### config.mk
export PLATFORM = sky130hd
export DESIGN_NAME = scan_seq_ctrl
export DESIGN_NICKNAME = d
export VERILOG_FILES = /design/src/rtl/scan_seq_pkg.sv /design/src/rtl/scan_seq_fsm.sv /design/src/rtl/scan_dom_rr.sv /design/src/rtl/scan_seq_ctrl.sv
export SDC_FILE = /design/constraint.sdc
export NUM_CORES = 1
export LEC_CHECK = 0
export ABC_AREA = 1
export BUFFER_PORTS_ARGS = -buffer_cell sky130_fd_sc_hd__buf_2
export CORE_MARGIN = 4
export CORE_UTILIZATION = 62
export DETAILED_ROUTE_END_ITERATION = 7
export PLACE_DENSITY = 0.81
export SYNTH_ARGS = -nofsm -noshare
export SYNTH_HDL_FRONTEND = slang
export SYNTH_SLANG_ARGS = --single-unit
### constraint.sdc
create_clock -name clk -period 2.85 [get_ports clk]
set_input_delay 0.4275 -clock clk [delete_from_list [all_inputs] [get_ports clk]]
set_output_delay 0.4275 -clock clk [all_outputs]
set_load 0.01 [all_outputs]
### src/rtl/scan_seq_pkg.sv
package scan_seq_pkg;
  typedef enum logic [2:0] {
    PH_IDLE  = 3'd0,
    PH_SHIFT = 3'd1,
    PH_APPLY = 3'd2,
    PH_CAPT  = 3'd3,
    PH_FIN   = 3'd4
  } phase_e;
endpackage

### src/rtl/scan_seq_fsm.sv
module scan_seq_fsm
  import scan_seq_pkg::*;
#(
  parameter int LEN_W = 8,
  parameter int PAT_W = 6
) (
  input  logic             clk,
  input  logic             rst_n,
  input  logic             start,
  input  logic [LEN_W-1:0] cfg_len,
  input  logic [PAT_W-1:0] cfg_pats,
  output phase_e           phase,
  output logic             load
);
  localparam logic [LEN_W-1:0] LEN_ONE = LEN_W'(1);
  localparam logic [PAT_W-1:0] PAT_ONE = PAT_W'(1);

  phase_e           ph_q, ph_d;
  logic [LEN_W-1:0] len_q, len_d, cnt_q, cnt_d;
  logic [PAT_W-1:0] pats_q, pats_d, pat_q, pat_d;
  logic             cfg_en, cnt_en, pat_en;
  logic             last_shift;

  assign last_shift = (cnt_q == len_q - LEN_ONE);
  assign load       = (ph_q == PH_IDLE) && start;
  assign phase      = ph_q;

  always_comb begin
    ph_d   = ph_q;
    len_d  = len_q;
    pats_d = pats_q;
    cnt_d  = cnt_q;
    pat_d  = pat_q;
    cfg_en = 1'b0;
    cnt_en = 1'b0;
    pat_en = 1'b0;
    case (ph_q)
      PH_IDLE: begin
        if (start) begin
          ph_d   = PH_SHIFT;
          cfg_en = 1'b1;
          len_d  = (cfg_len == '0) ? LEN_ONE : cfg_len;
          pats_d = cfg_pats;
          cnt_en = 1'b1;
          cnt_d  = '0;
          pat_en = 1'b1;
          pat_d  = '0;
        end
      end
      PH_SHIFT: begin
        cnt_en = 1'b1;
        if (last_shift) begin
          cnt_d = '0;
          ph_d  = (pat_q == pats_q) ? PH_FIN : PH_APPLY;
        end else begin
          cnt_d = cnt_q + LEN_ONE;
        end
      end
      PH_APPLY: ph_d = PH_CAPT;
      PH_CAPT: begin
        ph_d   = PH_SHIFT;
        pat_en = 1'b1;
        pat_d  = pat_q + PAT_ONE;
      end
      PH_FIN:  ph_d = PH_IDLE;
      default: ph_d = PH_IDLE;
    endcase
  end

  always_ff @(posedge clk or negedge rst_n) begin
    if (!rst_n) begin
      ph_q <= PH_IDLE;
    end else begin
      ph_q <= ph_d;
    end
  end

  always_ff @(posedge clk or negedge rst_n) begin
    if (!rst_n) begin
      len_q  <= LEN_ONE;
      pats_q <= '0;
    end else if (cfg_en) begin
      len_q  <= len_d;
      pats_q <= pats_d;
    end
  end

  always_ff @(posedge clk or negedge rst_n) begin
    if (!rst_n) begin
      cnt_q <= '0;
    end else if (cnt_en) begin
      cnt_q <= cnt_d;
    end
  end

  always_ff @(posedge clk or negedge rst_n) begin
    if (!rst_n) begin
      pat_q <= '0;
    end else if (pat_en) begin
      pat_q <= pat_d;
    end
  end
endmodule

### src/rtl/scan_dom_rr.sv
module scan_dom_rr #(
  parameter int NDOM  = 3,
  parameter int IDX_W = (NDOM > 1) ? $clog2(NDOM) : 1
) (
  input  logic             clk,
  input  logic             rst_n,
  input  logic             load,
  input  logic [NDOM-1:0]  cfg_mask,
  input  logic             adv,
  output logic [NDOM-1:0]  mask,
  output logic [IDX_W-1:0] idx
);
  localparam logic [IDX_W-1:0] IDX_TOP = IDX_W'(NDOM - 1);

  logic [NDOM-1:0]  mask_q;
  logic [IDX_W-1:0] idx_q, idx_d;
  logic             idx_en;

  function automatic logic [IDX_W-1:0] rr_next(input logic [IDX_W-1:0] cur,
                                               input logic [NDOM-1:0]  m);
    logic [IDX_W-1:0] res;
    logic             hit;
    int               c;
    res = cur;
    hit = 1'b0;
    for (int i = 1; i <= NDOM; i++) begin
      c = (int'(cur) + i) % NDOM;
      if (!hit && m[c]) begin
        res = IDX_W'(c);
        hit = 1'b1;
      end
    end
    return res;
  endfunction

  always_comb begin
    idx_en = load | adv;
    idx_d  = load ? rr_next(IDX_TOP, cfg_mask) : rr_next(idx_q, mask_q);
  end

  always_ff @(posedge clk or negedge rst_n) begin
    if (!rst_n) begin
      mask_q <= '0;
    end else if (load) begin
      mask_q <= cfg_mask;
    end
  end

  always_ff @(posedge clk or negedge rst_n) begin
    if (!rst_n) begin
      idx_q <= '0;
    end else if (idx_en) begin
      idx_q <= idx_d;
    end
  end

  assign mask = mask_q;
  assign idx  = idx_q;
endmodule

### src/rtl/scan_seq_ctrl.sv
module scan_seq_ctrl
  import scan_seq_pkg::*;
#(
  parameter int LEN_W = 8,
  parameter int PAT_W = 6,
  parameter int NDOM  = 3
) (
  input  logic             clk,
  input  logic             rst_n,
  input  logic             start,
  input  logic [LEN_W-1:0] cfg_len,
  input  logic [PAT_W-1:0] cfg_pats,
  input  logic [NDOM-1:0]  cfg_dom_en,
  input  logic             tst_sdi,
  output logic             tst_sdo,
  output logic             chain_sdi,
  input  logic             chain_sdo,
  output logic             busy,
  output logic             done,
  output logic             se_shift,
  output logic             se_bus,
  output logic             se_brw,
  output logic             se_force,
  output logic             pi_apply,
  output logic [NDOM-1:0]  cap_en
);
  localparam int IDX_W = (NDOM > 1) ? $clog2(NDOM) : 1;

  phase_e           phase;
  logic             load;
  logic [NDOM-1:0]  mask;
  logic [IDX_W-1:0] idx;
  logic             shifting, capturing;

  scan_seq_fsm #(.LEN_W(LEN_W), .PAT_W(PAT_W)) u_fsm (
    .clk      (clk),
    .rst_n    (rst_n),
    .start    (start),
    .cfg_len  (cfg_len),
    .cfg_pats (cfg_pats),
    .phase    (phase),
    .load     (load)
  );

  scan_dom_rr #(.NDOM(NDOM), .IDX_W(IDX_W)) u_rr (
    .clk      (clk),
    .rst_n    (rst_n),
    .load     (load),
    .cfg_mask (cfg_dom_en),
    .adv      (capturing),
    .mask     (mask),
    .idx      (idx)
  );

  assign shifting  = (phase == PH_SHIFT);
  assign capturing = (phase == PH_CAPT);

  assign busy     = shifting | capturing | (phase == PH_APPLY);
  assign done     = (phase == PH_FIN);
  assign pi_apply = capturing | (phase == PH_APPLY);
  assign se_shift = shifting;
  assign se_bus   = shifting;
  assign se_brw   = shifting;
  assign se_force = shifting;

  assign chain_sdi = shifting & tst_sdi;
  assign tst_sdo   = shifting & chain_sdo;

  for (genvar g = 0; g < NDOM; g++) begin : g_cap
    assign cap_en[g] = capturing & mask[g] & (idx == IDX_W'(g));
  end
endmodule

==> key figures <==
Timing
  • Setup TNS: 0 ns
  • Hold Fails Final Rpt: 0
  • Least-Margin Pin Slew: 0.8028 ns
  • Min cycle time layout: 2.005 ns
  • Slew HR: 0.4648
  • Fin Clk Skew: 0.007824 ns
  • Unrepaired setup endpoints after global routing: no
  • Max Transition Viols Final: 0
  • Tcrit/Tclk final: 0.7034
  • Setup Viol. Count Final: 0
  • Fmax: 498.8 MHz
  • Final hold slack: roughly 0.23 ns

Routing
  • Via/cell ratio: 4.952
  • Post-DRT Antenna Nets: 0
  • Highest routed layer: met4
  • Drt wl/cell: about 11 um
  • Met2 WL: 2.445 mm
  • Vias: 2075
  • DRC Markers: 0
  • DR iter-0 viols: 107
  • First drt pass iteration count: 4
  • Met3 routed WL: between 100 and 150 um
  • Met1 WL: about 2.1 mm
  • Final wirelength: ~4.7 mm

Synth
  • Ys flop type: dfrtp_1
  • Yosys top cell area share: 0.3657
  • Mapped Cells: roughly 340
  • Post-synthesis register bit count: 36
  • Most frequent cell after synthesis: nand2_1
  • Post-Syn Nets: about 370
  • Most area-consuming cells after synthesis: dfrtp_1 (37%), nand2_1 (14%), inv_1 (7.7%)
  • Post-synth EDFFs: 0
  • Most frequent cells after synthesis: nand2_1 (91), inv_1 (49), dfrtp_1 (35), nor2_1 (35), o21ai_0 (26)
  • Post-Syn Area: 2395 sq um
  • Ys async rst share: 1.000
  • Synthesized area per cell: roughly 7.1 sq um
  • Library cells used by synthesis: 26
  • Cell taking the most area after synthesis: dfrtp_1
  • Yosys synthesis warning count: 0
  • Sequential cell area fraction in the yosys report: 0.3767

Cells and area
  • Share of post-route cells with drive strength above 1: 0.1806
  • Layout fillers: roughly 320
  • ANT cells: 0
  • Multi-input gate area: 1229 sq um
  • Area growth syn-to-layout: 11.49%
  • Nets: 400
  • Register area: 902.1 sq um

Clock tree
  • Clock Sinks: 36
  • Setup bufs post-CTS: 0
  • Post-cts resize count: 0
  • Clk_lat worst skew: 0.29 ns
  • Post-cts hold buffer count: 0
  • Num CTS Buffers: 5
  • CTS tree: yes
  • Clock Tree Root: clkbuf_8
  • H-tree Lvls: 2
  • Clock Path Buffers: 2
  • Clock-pin slew on the worst setup and hold paths: ~0.07 ns

Pwr
  • PwrDens: 1147 nW/um^2
  • Maximum VDD drop: 0.7313 mV
  • Leak: 0.001413 uW

Global route
  • Gr usage total: 0.2163
  • Global-route wire length before repair: between 8 and 9 mm
  • GR Overflow Total: 0
  • Initial antenna violation count: 0
  • Largest net degree at the start of global routing: 37
  • Vias in the first global route: roughly 2000

Floorplanning
  • Die area: roughly 4900 sq um
  • Io pins: 34
  • Initial Util: 0.6493
  • Core ar.: 3689 sq um
  • DIE HEIGHT: approximately 70 um
  • Row count: 22
  • Chip width: 70.15 um

Outcome
  • Status: complete, no violations

Hold path
  • Hold Path Class: input port to asynchronous set/reset pin

Flow run
  • Max Cap Viol: 0

Worst setup path
  • Worst setup EP type: primary output
  • Reg2Reg Setup Slack: 0.85 ns
  • Worst path cell trace: nor3_4 -> inv_2 -> nor2_1 -> buf_2
  • Critical Path RT: 2.42 ns
  • Crit-path slowest cell: dfrtp_1
  • RR Startpoint: u_fsm.phase[1]
  • Largest stage delay, worst path: 0.52 ns
  • Worst Reg2Reg Path Length in Cells: 9
  • Worst setup SP type: register
  • Worst Path Max Fanout: 9
  • Critical setup path kind: register to primary output
  • Critical Path AT: ~1.6 ns
  • R2r endpoint: u_rr.idx[0]

Place
  • DP HPWL: 3.570 mm
  • Gp weighted congestion: 0.9321
  • Buffers on Ports: 33
-- routing by layer --
| layer | vias up | track usage |
|---|---|---|
| li1 | 1112 | - |
| met1 | 928 | 0.2668 |
| met2 | 31 | 0.3757 |
| met3 | 4 | 0.04748 |
| met4 | 0 | 0.06596 |
| met5 | - | 0 |
-- cell type report --
cell class                      instances  share of cell area
Clock buffer                            6             0.02718
Sequential cell                        36              0.3379
Multi-Input combinational cell        239              0.4602
Inverter                               55             0.07732
Tap cell                               48             0.02249
Clock inverter                          2             0.01312
Timing Repair Buffer                   33             0.06186
-- cells by family after synthesis --
group / after synthesis / synth area share
buf+inv: 62 / 0.1102
flops: 36 / 0.3767
compound gates: 42 / 0.08987
fa+ha+maj: 8 / 0.04180
simple gates: 180 / 0.3485
xor+xnor: 9 / 0.03292
-- critical path: cells and delay by family, from the launching register on --
family / cells / cell delay (ns)
buffers and inverters: 2 / 0.24
AND/OR/NAND/NOR: 2 / 0.54
flip-flops: 1 / 0.52
-- per-stage QoR --
step / instance area, sq um / utilization / setup WS (ns) / total power [uW] / cells
floorplan: 2395 / - / 1.099 / 2307 / 337
global placement: 2562 / 0.6947 / 0.8769 / 2592 / 411
detailed placement: 2562 / 0.6947 / 0.8402 / 2624 / 411
CTS: 2670 / 0.7239 / 0.8116 / 3072 / 419
global route: 2670 / 0.7239 / 0.5773 / 3411 / 419
finish: 2670 / 0.7239 / 0.8452 / 3062 / 419
-- registers in the layout, indices dropped and copies added (netlist names) --
signal	cells
u_fsm.pat_q	6
u_rr.idx	2
u_rr.mask	3
u_fsm.len_q	8
u_fsm.cnt_q	8
u_fsm.phase	3
u_fsm.pats_q	6
-- placed cells by master, fill, tap and decap left out, types with 2 or more instances in the layout --
cell      count
a21oi_1      14
buf_2        33
clkbuf_8      5
dfrtp_1      35
ha_1          8
inv_1        49
inv_2         6
nand2_1      91
nand2_2       4
nand2_4       3
nand3_1      22
nand4_1       2
nor2_1       35
nor2_2        6
nor2_4        3
nor3_1        8
nor3_4        2
nor4_1        3
o21ai_0      26
xor2_1        8
-- where the power goes --
part | leakage [uW] | internal, uW | switching [uW] | total, uW
Combinational | 0.000901 | 604 | 1060 | 1660
Clock | 0.0000552 | 260 | 179 | 438
Sequential | 0.000457 | 730 | 232 | 961
-- worst max-delay path by stage --
stage	start	to	cells after the start
floorplan	u_fsm.len_q[0]	u_fsm.cnt_q[0]	12
global placement	u_fsm.phase[1]	u_rr.idx[0]	9
detailed placement	u_fsm.phase[1]	u_rr.idx[0]	9
CTS	u_fsm.phase[1]	u_rr.idx[0]	9
global route	u_fsm.phase[0]	u_rr.idx[0]	9
finish	u_fsm.phase[2]	tst_sdo	4
(Power assumes the default switching activity.)
